**config.mk**
```make
export PLATFORM = sky130hd
export DESIGN_NAME = nand_prog_seq
export DESIGN_NICKNAME = d
export VERILOG_FILES = /design/src/rtl/nand_prog_seq.sv
export SDC_FILE = /design/constraint.sdc
export NUM_CORES = 1
export LEC_CHECK = 0
export CORE_ASPECT_RATIO = 0.6
export CORE_MARGIN = 1
export CORE_UTILIZATION = 25
export CTS_BUF_LIST = sky130_fd_sc_hd__clkbuf_8
export DETAILED_ROUTE_END_ITERATION = 8
export MAX_ROUTING_LAYER = met4
export PLACE_DENSITY_LB_ADDON = 0.25
export SLEW_MARGIN = 20
export SYNTH_ARGS = -nofsm -noshare
export SYNTH_HDL_FRONTEND = slang
export SYNTH_SLANG_ARGS = --single-unit
export TNS_END_PERCENT = 100
```
**constraint.sdc**
```tcl
create_clock -name clk -period 5.1 [get_ports clk]
set_input_delay 0.765 -clock clk [delete_from_list [all_inputs] [get_ports clk]]
set_output_delay 0.765 -clock clk [all_outputs]
set_load 0.01 [all_outputs]
```
**src/rtl/nand_prog_seq.sv**
```systemverilog
module nand_prog_seq #(
  parameter int DATA_MAX = 528,
  parameter int SETUP    = 1,
  parameter int WE_LOW   = 2,
  parameter int HOLD     = 1,
  parameter int GUARD    = 4,
  parameter int TIMEOUT  = 100000
) (
  input  logic        clk,
  input  logic        rst_n,
  input  logic        req_valid,
  output logic        req_ready,
  input  logic        req_erase,
  input  logic        req_poll,
  input  logic [7:0]  req_col,
  input  logic [23:0] req_row,
  input  logic        wr_valid,
  output logic        wr_ready,
  input  logic [7:0]  wr_data,
  input  logic        wr_last,
  output logic        nf_cle,
  output logic        nf_ale,
  output logic        nf_we_n,
  output logic        nf_re_n,
  output logic [7:0]  nf_io_out,
  output logic        nf_io_oe,
  input  logic [7:0]  nf_io_in,
  input  logic        nf_rb,
  output logic        done,
  output logic        fail,
  output logic        timeout
);
  localparam int T  = SETUP + WE_LOW + HOLD;
  localparam int PW = $clog2(T + 1);
  localparam int CW = $clog2(DATA_MAX + 1);
  localparam int TW = $clog2(TIMEOUT + 1);
  localparam logic [PW-1:0] PH_LO  = PW'(SETUP);
  localparam logic [PW-1:0] PH_HI  = PW'(SETUP + WE_LOW);
  localparam logic [PW-1:0] PH_SMP = PW'(SETUP + WE_LOW - 1);
  localparam logic [PW-1:0] PH_END = PW'(T - 1);

  typedef enum logic [2:0] {S_IDLE, S_CMD1, S_ADDR, S_DATA, S_CMD2, S_WAIT, S_STCMD, S_STREAD} st_t;

  st_t           st;
  logic          act;
  logic [PW-1:0] ph;
  logic [7:0]    bus, stat, col, abyte;
  logic [23:0]   row;
  logic          op_erase, op_poll, last_in;
  logic [1:0]    ai;
  logic [CW-1:0] cnt;
  logic [TW-1:0] tcnt;
  logic          writing, strobe, cyc_end;

  assign writing   = st inside {S_CMD1, S_ADDR, S_DATA, S_CMD2, S_STCMD};
  assign strobe    = act && ph >= PH_LO && ph < PH_HI;
  assign cyc_end   = act && ph == PH_END;
  assign nf_we_n   = !(strobe && writing);
  assign nf_re_n   = !(strobe && st == S_STREAD);
  assign nf_cle    = act && st inside {S_CMD1, S_CMD2, S_STCMD};
  assign nf_ale    = act && st == S_ADDR;
  assign nf_io_oe  = act && writing;
  assign nf_io_out = bus;
  assign req_ready = st == S_IDLE;
  assign wr_ready  = st == S_DATA && !act;

  always_comb begin
    case (op_erase ? ai + 2'd1 : ai)
      2'd0:    abyte = col;
      2'd1:    abyte = row[7:0];
      2'd2:    abyte = row[15:8];
      default: abyte = row[23:16];
    endcase
  end

  always_ff @(posedge clk or negedge rst_n) begin
    if (!rst_n) begin
      st <= S_IDLE; act <= 1'b0; ph <= '0; bus <= '0; stat <= '0;
      col <= '0; row <= '0; op_erase <= 1'b0; op_poll <= 1'b0; last_in <= 1'b0;
      ai <= '0; cnt <= '0; tcnt <= '0; done <= 1'b0; fail <= 1'b0; timeout <= 1'b0;
    end else begin
      done <= 1'b0;
      if (act) ph <= ph + 1'b1;
      if (cyc_end) begin act <= 1'b0; ph <= '0; end
      if (st inside {S_WAIT, S_STCMD, S_STREAD} && tcnt != TW'(TIMEOUT)) tcnt <= tcnt + 1'b1;
      case (st)
        S_IDLE: if (req_valid) begin
          op_erase <= req_erase; op_poll <= req_poll; col <= req_col; row <= req_row;
          st <= S_CMD1;
        end
        S_CMD1: if (!act) begin
          bus <= op_erase ? 8'h60 : 8'h80; act <= 1'b1;
        end else if (cyc_end) begin
          st <= S_ADDR; ai <= '0;
        end
        S_ADDR: if (!act) begin
          bus <= abyte; act <= 1'b1;
        end else if (cyc_end) begin
          if (ai == (op_erase ? 2'd2 : 2'd3)) begin
            st <= op_erase ? S_CMD2 : S_DATA; cnt <= '0;
          end else ai <= ai + 2'd1;
        end
        S_DATA: if (!act) begin
          if (wr_valid) begin
            bus <= wr_data; act <= 1'b1; cnt <= cnt + 1'b1;
            last_in <= wr_last || cnt == CW'(DATA_MAX - 1);
          end
        end else if (cyc_end && last_in) st <= S_CMD2;
        S_CMD2: if (!act) begin
          bus <= op_erase ? 8'hD0 : 8'h10; act <= 1'b1;
        end else if (cyc_end) begin
          st <= S_WAIT; tcnt <= '0;
        end
        S_WAIT: if (tcnt >= TW'(GUARD) && (op_poll || nf_rb)) st <= S_STCMD;
          else if (tcnt == TW'(TIMEOUT)) begin
            done <= 1'b1; fail <= 1'b1; timeout <= 1'b1; st <= S_IDLE;
          end
        S_STCMD: if (!act) begin
          bus <= 8'h70; act <= 1'b1;
        end else if (cyc_end) st <= S_STREAD;
        S_STREAD: if (!act) act <= 1'b1;
          else begin
            if (ph == PH_SMP) stat <= nf_io_in;
            if (cyc_end) begin
              if (!op_poll || stat[6]) begin
                done <= 1'b1; fail <= stat[0]; timeout <= 1'b0; st <= S_IDLE;
              end else if (tcnt == TW'(TIMEOUT)) begin
                done <= 1'b1; fail <= 1'b1; timeout <= 1'b1; st <= S_IDLE;
              end
            end
          end
        default: st <= S_IDLE;
      endcase
    end
  end

  assert_we_rise_stable_R4: assert property (@(posedge clk) disable iff (!rst_n)
    $rose(nf_we_n) |-> $stable(nf_io_out) && $stable(nf_cle) && $stable(nf_ale));
  assert_latch_exclusive_R4: assert property (@(posedge clk) disable iff (!rst_n)
    !nf_we_n |-> nf_io_oe && !(nf_cle && nf_ale) && nf_re_n);
  assert_busy_cmd_only_status_R7: assert property (@(posedge clk) disable iff (!rst_n)
    (st inside {S_WAIT, S_STCMD, S_STREAD} && nf_cle && !nf_we_n) |-> nf_io_out == 8'h70);
  assert_take_only_undriven_R3: assert property (@(posedge clk) disable iff (!rst_n)
    wr_ready |-> !nf_io_oe && nf_we_n);
  assert_done_single_R9: assert property (@(posedge clk) disable iff (!rst_n)
    done |=> !done);
  assert_timeout_fails_R8: assert property (@(posedge clk) disable iff (!rst_n)
    (done && timeout) |-> fail);
endmodule

```
==> results of run 1 <==
## routing by layer
| metal | vias to the layer above | GRT usage (%) | share of wire [%] |
|---|---|---|---|
| li1 | 1809 | - | - |
| met1 | 1922 | 21.36 | 52 |
| met2 | 90 | 20.57 | 41 |
| met3 | 11 | 3.072 | 5.7 |
| met4 | 0 | 3.663 | 1.1 |
| met5 | - | - | 0 |
## kinds of logic (layout without fill, tap and decap cells)
group / Yosys count / after routing
AND/OR/NAND/NOR: 150 / 150
adder cells (fa/ha/maj): 6 / 6
flip-flops: 84 / 84
AO/OA/AOI/OAI: 112 / 112
buffers and inverters: 44 / 104
multiplexers: 51 / 51
XOR/XNOR: 18 / 18
## worst max-delay path by stage
| stage | slack, ns | to | from | depth (start not counted) |
|---|---|---|---|---|
| 2_1_floorplan | 2.98 | wr_ready | st[2] | 5 |
| 4_1_cts | 1.56 | wr_ready | st[0] | 3 |
| 3_5_place_dp | 2.00 | wr_ready | st[0] | 3 |
| 6_report | 1.64 | wr_ready | st[0] | 3 |
| 3_3_place_gp | 2.01 | wr_ready | st[0] | 3 |
| 5_1_grt | 1.42 | wr_ready | st[1] | 3 |
## through the flow
step           hold slack, ns  std cells  worst slack, ns  cell area, µm²
2_1_floorplan          0.4501        465            2.975            4647
3_3_place_gp           0.4666        749            2.014            5507
3_5_place_dp           0.4915        749            1.996            5513
4_1_cts                0.2266        765            1.563            5688
5_1_grt                0.2228        765            1.418            5688
6_report               0.2387        765            1.636            5688
## sequential cells by signal, indices dropped and copies added, names as in the netlist, 2 cells and up
register   cells
col            8
row           24
stat           2
nf_io_out      8
ai             2
ph             3
st             3
cnt           10
tcnt          17
## synthesized netlist by cell type (all sizes together), types with 9 or more instances
master	n
a21oi	27
mux2	40
clkbuf	15
dfrtp	84
xor2	12
mux2i	11
buf	12
o21ai	19
nand2	39
a22o	9
nand3	13
nor2	35
inv	17
## where the power goes
| group | switching (µW) | internal [µW] | total [µW] |
|---|---|---|---|
| Sequential | 295 | 904 | 1200 |
| Clock | 266 | 179 | 445 |
| Combinational | 635 | 660 | 1290 |
| Total | 1200 | 1740 | 2940 |
## layout make-up
type                    instances  share of cell area (%)
flip-flops and latches         84                   36.96
multi-input cells             337                   41.29
clock inverters                 7                  0.9019
repair buffers                 71                   12.27
well taps                     240                   5.279
clock buffers                   9                   2.178
inverters                      17                   1.122
## placed cells by master, fill, tap and decap left out, types with 7 or more instances in the layout
master           count
dfrtp_1             84
clkdlybuf4s50_1     66
mux2_2              40
nand2_1             38
nor2_1              35
a21oi_1             26
o21ai_0             18
inv_1               17
nand3_1             13
xor2_1              12
mux2i_1             11
a22o_1               9
clkbuf_8             9
a31oi_1              8
nor3_1               8
a22oi_1              7
nor2b_1              7
nand4_1              7
==> flow_summary.toml, run 1 <==
[global_routing]
grt_max_degree = 70
grt_pass1_vias = 3917
grt_pass1_wl_um = 21150
grtUsageTotal_pct = 14.73
grt.overflow.total = 0
antenna_found_initial = 0

[logic_synthesis]
synth-xor-area-share_pct = 3.393
muxShareOfSynthArea_pct = 12.06
ys_dominant_reg_cell = "dfrtp_1"
synthSimpleGateAreaFrac_pct = 16.91
syn-cell-area_um2 = 4647
synth_nets = 527
synth_top_area_cell = "dfrtp_1"
syn_area_per_cell_um2 = 9.993
synthArstFlopShare_pct = 100.0
yosys-top-cells-area = "dfrtp_1 (45%), mux2_2 (9.7%), nand2_1 (3.1%)"
synth-edff-count = 0
synth_top_family_by_area = "simple AND/OR/NAND/NOR gates"
yosys.cell_types.count = 65
synth_cells = 465
synth-seq-area-share_pct = 45.23
synth-compound-area-share_pct = 16.42
ys_ff_latch = 84
ys.warnings.count = 0
synthAdderAreaFrac_pct = 1.616
yosys.area.top_type_share_pct = 45.23

[worst_setup_path]
cp_slowest_cell = "dfrtp_1"
critPathMaxFanout = 27
rr_worst_depth = 5
reg2reg_setup_slack_ns = 2.50
critPathRequiredTime_ns = 4.34
critPathKind = "reg -> out"
cp_cell_sequence = "and3b_1 -> and2_1 -> clkdlybuf4s50_1"
max_stage_delay_ns = 0.85
critPathCaptureType = "primary output"
r2r-end = "tcnt[16]"
reg2reg_from = "st[0]"
crit_buf_inv = 1
arrival_ns = 2.70
start_kind = "flop"
cp_top_family = "simple AND/OR/NAND/NOR gates"

[placed_design]
portBuffers = 67
place.detailed.hpwl_um = 9357
routabilityCongestion = 0.8236

[routing]
drt_first_pass_iters = 5
vias = 3832
wl_um = 12720
drc_errors = 0
drt-vias-per-instance = 5.009
wl_per_cell_um = 16.62
ant_nets = 0
first_iter_violations = 236

[finish]
fin_util_pct = 31.40
regArea_um2 = 2102
drive_gt1_share_pct = 13.71
num_antenna_cells = 0
final_nets = 582
nFillCells = 1871
multi_input_area_um2 = 2349
area_delta_synth_final_pct = 22.40

[floorplan]
start_util_pct = 25.65
die_x_um = 178.0
fp.dieH_um = 107.6
rows = 38
io_pins = 74
core_area_um2 = 18110
die_area_um2 = 19150

[clock_network]
insertion_delay_ns = 0.37
cts_tree = "built"
ctsHoldBuffers = 0
cts.sinks = 84
cts_resized = 0
cts_root_buf = "clkbuf_8"
clkTransAtPathRegs_ns = 0.09
cts_setup_buffers = 0
h-tree-depth = 3
clk_path_buf_depth = 2
numCtsBuffers = 9

[run]
maxCapViolCount = 0

[outcome]
status = "finished, final reports clean"

[sta]
fin_crit_sh_pct = 67.93
hold_violations = 0
setup_tns_ns = 0
max_freq_mhz = 288.7
rsz0062_at_grt = "false"
finalCriticalPeriod_ns = 3.464
drv_slew = 0
maxSlewHeadroom_pct = 39.13
finalSetupViolations = 0
worst-slew-pin-transition_ns = 0.9130
fin_skew_ns = 0.008919

[min_path]
worstHoldPathType = "in -> async"

[pwr]
p_total_uw = 2939
leakage_uw = 0.002322
power.density_nw_per_um2 = 516.7
peakVddDrop_mv = 0.2016
(Power assumes the default switching activity.)
==> run 2: changes to the inputs <==
==> constraint.sdc (replaced) <==
create_clock -name clk -period 3.4 [get_ports clk]
set_input_delay 0.51 -clock clk [delete_from_list [all_inputs] [get_ports clk]]
set_output_delay 0.51 -clock clk [all_outputs]
set_load 0.01 [all_outputs]
==> run 2 against run 1 <==
  * Non-clock buffer count rose by 6
  * Worst setup slack worse by 1.3 ns
  * Count of clock-buffer cells in the layout unchanged
  * Via count increased by 1.3%
  * Sequential cell count unchanged
  * Critical endpoint is now nf_ale
  * Power is 53% higher
  * Routed wire length shrank 0.41%
  * Global-route usage is 0.30 points lower
  * Die area unchanged
  * Sequential share of layout area is 0.41 points lower
  * Final area rose by 1.1%
  * Clock power is 67% higher
==> flow_summary.toml, run 2 (synthesis results as in run 1) <==
[worst_setup_path]
critPathRequiredTime_ns = 2.89
critPathKind = "reg -> out"
critPathCaptureType = "primary output"
arrival_ns = 2.55
start_kind = "flop"
rr_worst_depth = 6
r2r-end = "nf_io_out[5]"
reg2reg_setup_slack_ns = 0.72
reg2reg_from = "st[0]"
critPathMaxFanout = 26

[clock_network]
clk_path_buf_depth = 2
ctsHoldBuffers = 0
cts_tree = "built"
clkTransAtPathRegs_ns = 0.09
cts_resized = 0
h-tree-depth = 3
cts.sinks = 84
numCtsBuffers = 9
cts_root_buf = "clkbuf_8"
cts_setup_buffers = 0
insertion_delay_ns = 0.37

[outcome]
status = "finished, final reports clean"

[routing]
first_iter_violations = 347
wl_per_cell_um = 16.43
drc_errors = 0
drt_first_pass_iters = 5
wl_um = 12670
vias = 3882
ant_nets = 0
drt-vias-per-instance = 5.035

[floorplan]
io_pins = 74
start_util_pct = 25.65
core_area_um2 = 18110
die_area_um2 = 19150
fp.dieH_um = 107.6
die_x_um = 178.0
rows = 38

[global_routing]
grt_pass1_wl_um = 20690
grt_pass1_vias = 3787
grt_max_degree = 64
antenna_found_initial = 0
grt.overflow.total = 0
grtUsageTotal_pct = 14.42

[finish]
mostFrequentLayoutCells = "dfrtp_1 (84), clkdlybuf4s50_1 (66), mux2_2 (40)"
largest_reg_flops = 24
fin_util_pct = 31.75
largest_registers = "row: 24 flops, tcnt: 17 flops, cnt: 10 flops"
max_flop_register = "row"
final_nets = 588
area_delta_synth_final_pct = 23.77
num_antenna_cells = 0
layout_commonest_cell = "dfrtp_1"
drive_gt1_share_pct = 14.31

[pwr]
leakage_uw = 0.002368
power.density_nw_per_um2 = 784.2
peakVddDrop_mv = 0.3006

[placed_design]
portBuffers = 67
routabilityCongestion = 0.8130
place.detailed.hpwl_um = 9253

[sta]
fin_hold_ws_ns = 0.2331
finalSetupViolations = 0
worst-slew-pin-transition_ns = 0.8771
maxSlewHeadroom_pct = 41.53
fin_crit_sh_pct = 90.04
setup_tns_ns = 0
hold_violations = 0
fin_skew_ns = 0.01091
max_freq_mhz = 326.6
rsz0062_at_grt = "false"
finalCriticalPeriod_ns = 3.061
drv_slew = 0

[run]
maxCapViolCount = 0

[min_path]
worstHoldPathType = "in -> async"
run 2: changes by cell type in the layout (fill, tap and decap cells not counted), sizes merged:
cell | previous run | this run
buf | 5 | 11
bufinv | 0 | 1
clkinv | 3 | 2
clkinvlp | 2 | 1
inv | 19 | 20
run 2: worst max-delay path by stage:
stage | startpoint | end | slack, ns
CTS | st[1] | nf_ale | 0.37
global route | st[1] | nf_ale | 0.18
floorplan | st[0] | col[0] | 1.45
finish | st[1] | nf_ale | 0.34
global placement | st[1] | nf_ale | 0.81
detailed placement | st[1] | nf_ale | 0.79
run 2: layer usage:
metal,track usage (%),share of wire [%],vias to the layer above
met5,-,0,-
met4,3.907,1.0,0
met3,2.825,5.4,13
met2,18.93,39,123
met1,21.88,54,1931
li1,-,-,1815
run 2: metrics by stage:
| stage | cells | cell area (µm²) | total power (µW) | setup slack (ns) |
|---|---|---|---|---|
| 4_1_cts | 771 | 5752 | 4529 | 0.3688 |
| 6_report | 771 | 5752 | 4510 | 0.3385 |
| 3_3_place_gp | 755 | 5552 | 3706 | 0.8126 |
| 5_1_grt | 771 | 5752 | 4859 | 0.1795 |
| 2_1_floorplan | 465 | 4647 | 3080 | 1.453 |
| 3_5_place_dp | 755 | 5552 | 3770 | 0.7856 |
run 2: final cells by class:
type	count	area, µm²
multi-input cells	337	2342
flip-flops and latches	84	2102
well taps	240	300.3
clock buffers	9	123.9
inverters	17	63.81
repair buffers	77	743.2
clock inverters	7	76.32
fillers	1842	12360
run 2: report_power, final:
group / switching, µW / internal (µW)
Combinational: 969 / 1010
Sequential: 433 / 1360
Clock: 400 / 345
Total: 1800 / 2710
run 2: worst max-delay path, stage by stage (launching register included):
cell and delay (ns):
dfrtp_1 0.86, nand2b_1 0.36, nor3_1 0.35, clkdlybuf4s50_1 0.61
==> run 3: changes to the inputs <==
--- a/config.mk
+++ b/config.mk
@@ -5,6 +5,7 @@
 export SDC_FILE = /design/constraint.sdc
 export NUM_CORES = 1
 export LEC_CHECK = 0
+export ABC_AREA = 1
 export CORE_ASPECT_RATIO = 0.6
 export CORE_MARGIN = 1
 export CORE_UTILIZATION = 25
==> run 3 against run 2 <==
  * Combinational power is 19% higher
  * Synthesized area is 5.9% higher
  * Fmax is 6.6% higher
  * Utilization is 0.25 points lower
  * Sequential share of layout area is 1.7 points lower
  * Synthesized cell count is 32% higher
  * Largest cell class unchanged
  * Largest power group unchanged
==> flow_summary.toml, run 3 <==
[clock_network]
cts_tree = "built"
cts.sinks = 84
cts_resized = 0
cts_setup_buffers = 0
ctsHoldBuffers = 0
cts_root_buf = "clkbuf_8"
clk_path_buf_depth = 2
h-tree-depth = 3
clkTransAtPathRegs_ns = 0.09
insertion_delay_ns = 0.37
numCtsBuffers = 9

[finish]
num_antenna_cells = 0
drive_gt1_share_pct = 12.08
area_delta_synth_final_pct = 22.48
mostFrequentLayoutCells = "nand2_1 (191), dfrtp_1 (84), clkdlybuf4s50_1 (66)"
fin_util_pct = 31.50
final_nets = 744
max_flop_register = "row"
largest_registers = "row: 24 flops, tcnt: 17 flops, cnt: 10 flops"
layout_commonest_cell = "nand2_1"
largest_reg_flops = 24

[global_routing]
grt_max_degree = 51
grt.overflow.total = 0
grtUsageTotal_pct = 14.63
antenna_found_initial = 0
grt_pass1_vias = 3999
grt_pass1_wl_um = 22200

[worst_setup_path]
reg2reg_setup_slack_ns = 1.12
arrival_ns = 2.36
rr_worst_depth = 5
start_kind = "flop"
reg2reg_from = "st[2]"
critPathRequiredTime_ns = 2.89
critPathCaptureType = "primary output"
critPathMaxFanout = 12
r2r-end = "stat[6]"
critPathKind = "reg -> out"
critPathLaunch = "st[2]"

[pwr]
power.density_nw_per_um2 = 802.4
peakVddDrop_mv = 0.2995
leakage_uw = 0.002807

[min_path]
worstHoldPathType = "in -> async"

[logic_synthesis]
synth-seq-area-share_pct = 42.73
synth_nets = 677
yosys.area.top_type_share_pct = 42.73
syn_area_per_cell_um2 = 8.000
yosys.cell_types.count = 49
yosysMostFrequentCell = "nand2_1"
synth_cells = 615
synth_top_area_cell = "dfrtp_1"
synth_common_cells = "nand2_1 (191), dfrtp_1 (84), nor2_1 (65), inv_1 (48), nand3_1 (34)"
syn-cell-area_um2 = 4920
ys_dominant_reg_cell = "dfrtp_1"
ys.warnings.count = 0
ys_ff_latch = 84
yosys-top-cells-area = "dfrtp_1 (43%), nand2_1 (15%), mux2_2 (6.2%)"
synth-edff-count = 0
synthArstFlopShare_pct = 100.0

[routing]
first_iter_violations = 314
wl_um = 13380
drt-vias-per-instance = 4.390
wl_per_cell_um = 14.04
ant_nets = 0
vias = 4184
drt_first_pass_iters = 4
drc_errors = 0

[sta]
finalCriticalPeriod_ns = 2.873
max_freq_mhz = 348.1
setup_tns_ns = 0
worst-slew-pin-transition_ns = 0.7048
rsz0062_at_grt = "false"
maxSlewHeadroom_pct = 53.02
fin_skew_ns = 0.01363
finalSetupViolations = 0
drv_slew = 0
hold_violations = 0
fin_crit_sh_pct = 84.49

[placed_design]
portBuffers = 67
place.detailed.hpwl_um = 10280
routabilityCongestion = 0.8347

[outcome]
status = "finished, final reports clean"

[floorplan]
die_area_um2 = 20260
rows = 39
core_area_um2 = 19130
die_x_um = 183.1
fp.dieH_um = 110.7
io_pins = 74
start_util_pct = 25.72

[run]
maxCapViolCount = 0
==> run 3: stage by stage <==
| step | hold WS (ns) | setup WS [ns] | cells | power, µW | cell area [µm²] |
|---|---|---|---|---|---|
| after floorplan | 0.2144 | 1.759 | 615 | 3434 | 4920 |
| after global placement | 0.4727 | 0.9365 | 937 | 4139 | 5839 |
| after detailed placement | 0.4716 | 0.9157 | 937 | 4149 | 5839 |
| after CTS | 0.2011 | 0.5040 | 953 | 4866 | 6026 |
| after global routing | 0.2091 | 0.3356 | 953 | 5286 | 6026 |
| final | 0.1707 | 0.5274 | 953 | 4835 | 6026 |
==> run 3: power by group <==
| part | leakage [µW] | switching, µW | total, µW | internal [µW] |
|---|---|---|---|---|
| clock | 0.0000957 | 391 | 698 | 307 |
| combinational | 0.00168 | 1450 | 2350 | 902 |
| sequential | 0.00103 | 391 | 1780 | 1390 |
==> run 3: final cells by class <==
class / instances / area (µm²)
fill: 2112 / 13100
multi-input combinational: 461 / 2505
sequential: 84 / 2102
timing repair buffer: 69 / 683.2
tap: 266 / 332.8
inverter: 57 / 216.5
clock buffer: 11 / 151.4
clock inverter: 5 / 35.03
==> run 3: worst max path at each step <==
stage	end	slack [ns]	cells past startpoint
after CTS	wr_ready	0.50	6
final	wr_ready	0.53	6
after detailed placement	wr_ready	0.92	6
after floorplan	nf_we_n	1.76	7
after global routing	nf_we_n	0.34	7
after global placement	wr_ready	0.94	6
==> run 3: cell families after synthesis <==
logic type               share of synthesized area (%)
adder cells (fa/ha/maj)                          1.526
buffers and inverters                            6.358
multiplexers                                     7.782
flip-flops                                       42.73
AO/OA/AOI/OAI                                    8.012
AND/OR/NAND/NOR                                  31.64
XOR/XNOR                                         1.958
==> run 3: metal layers <==
metal,GRT usage [%],routed length [µm],share of wire [%]
met5,-,0,0
met4,2.333,74,0.55
met3,3.614,681,5.1
met2,17.21,4815,36
met1,24.04,7811,58
==> run 3: worst max-delay path: stages (launching register included) <==
cell             delay [ns]
dfrtp_1                0.55
inv_2                  0.21
nand3_4                0.16
inv_2                  0.27
nand2_2                0.13
inv_1                  0.12
clkdlybuf4s50_1        0.55
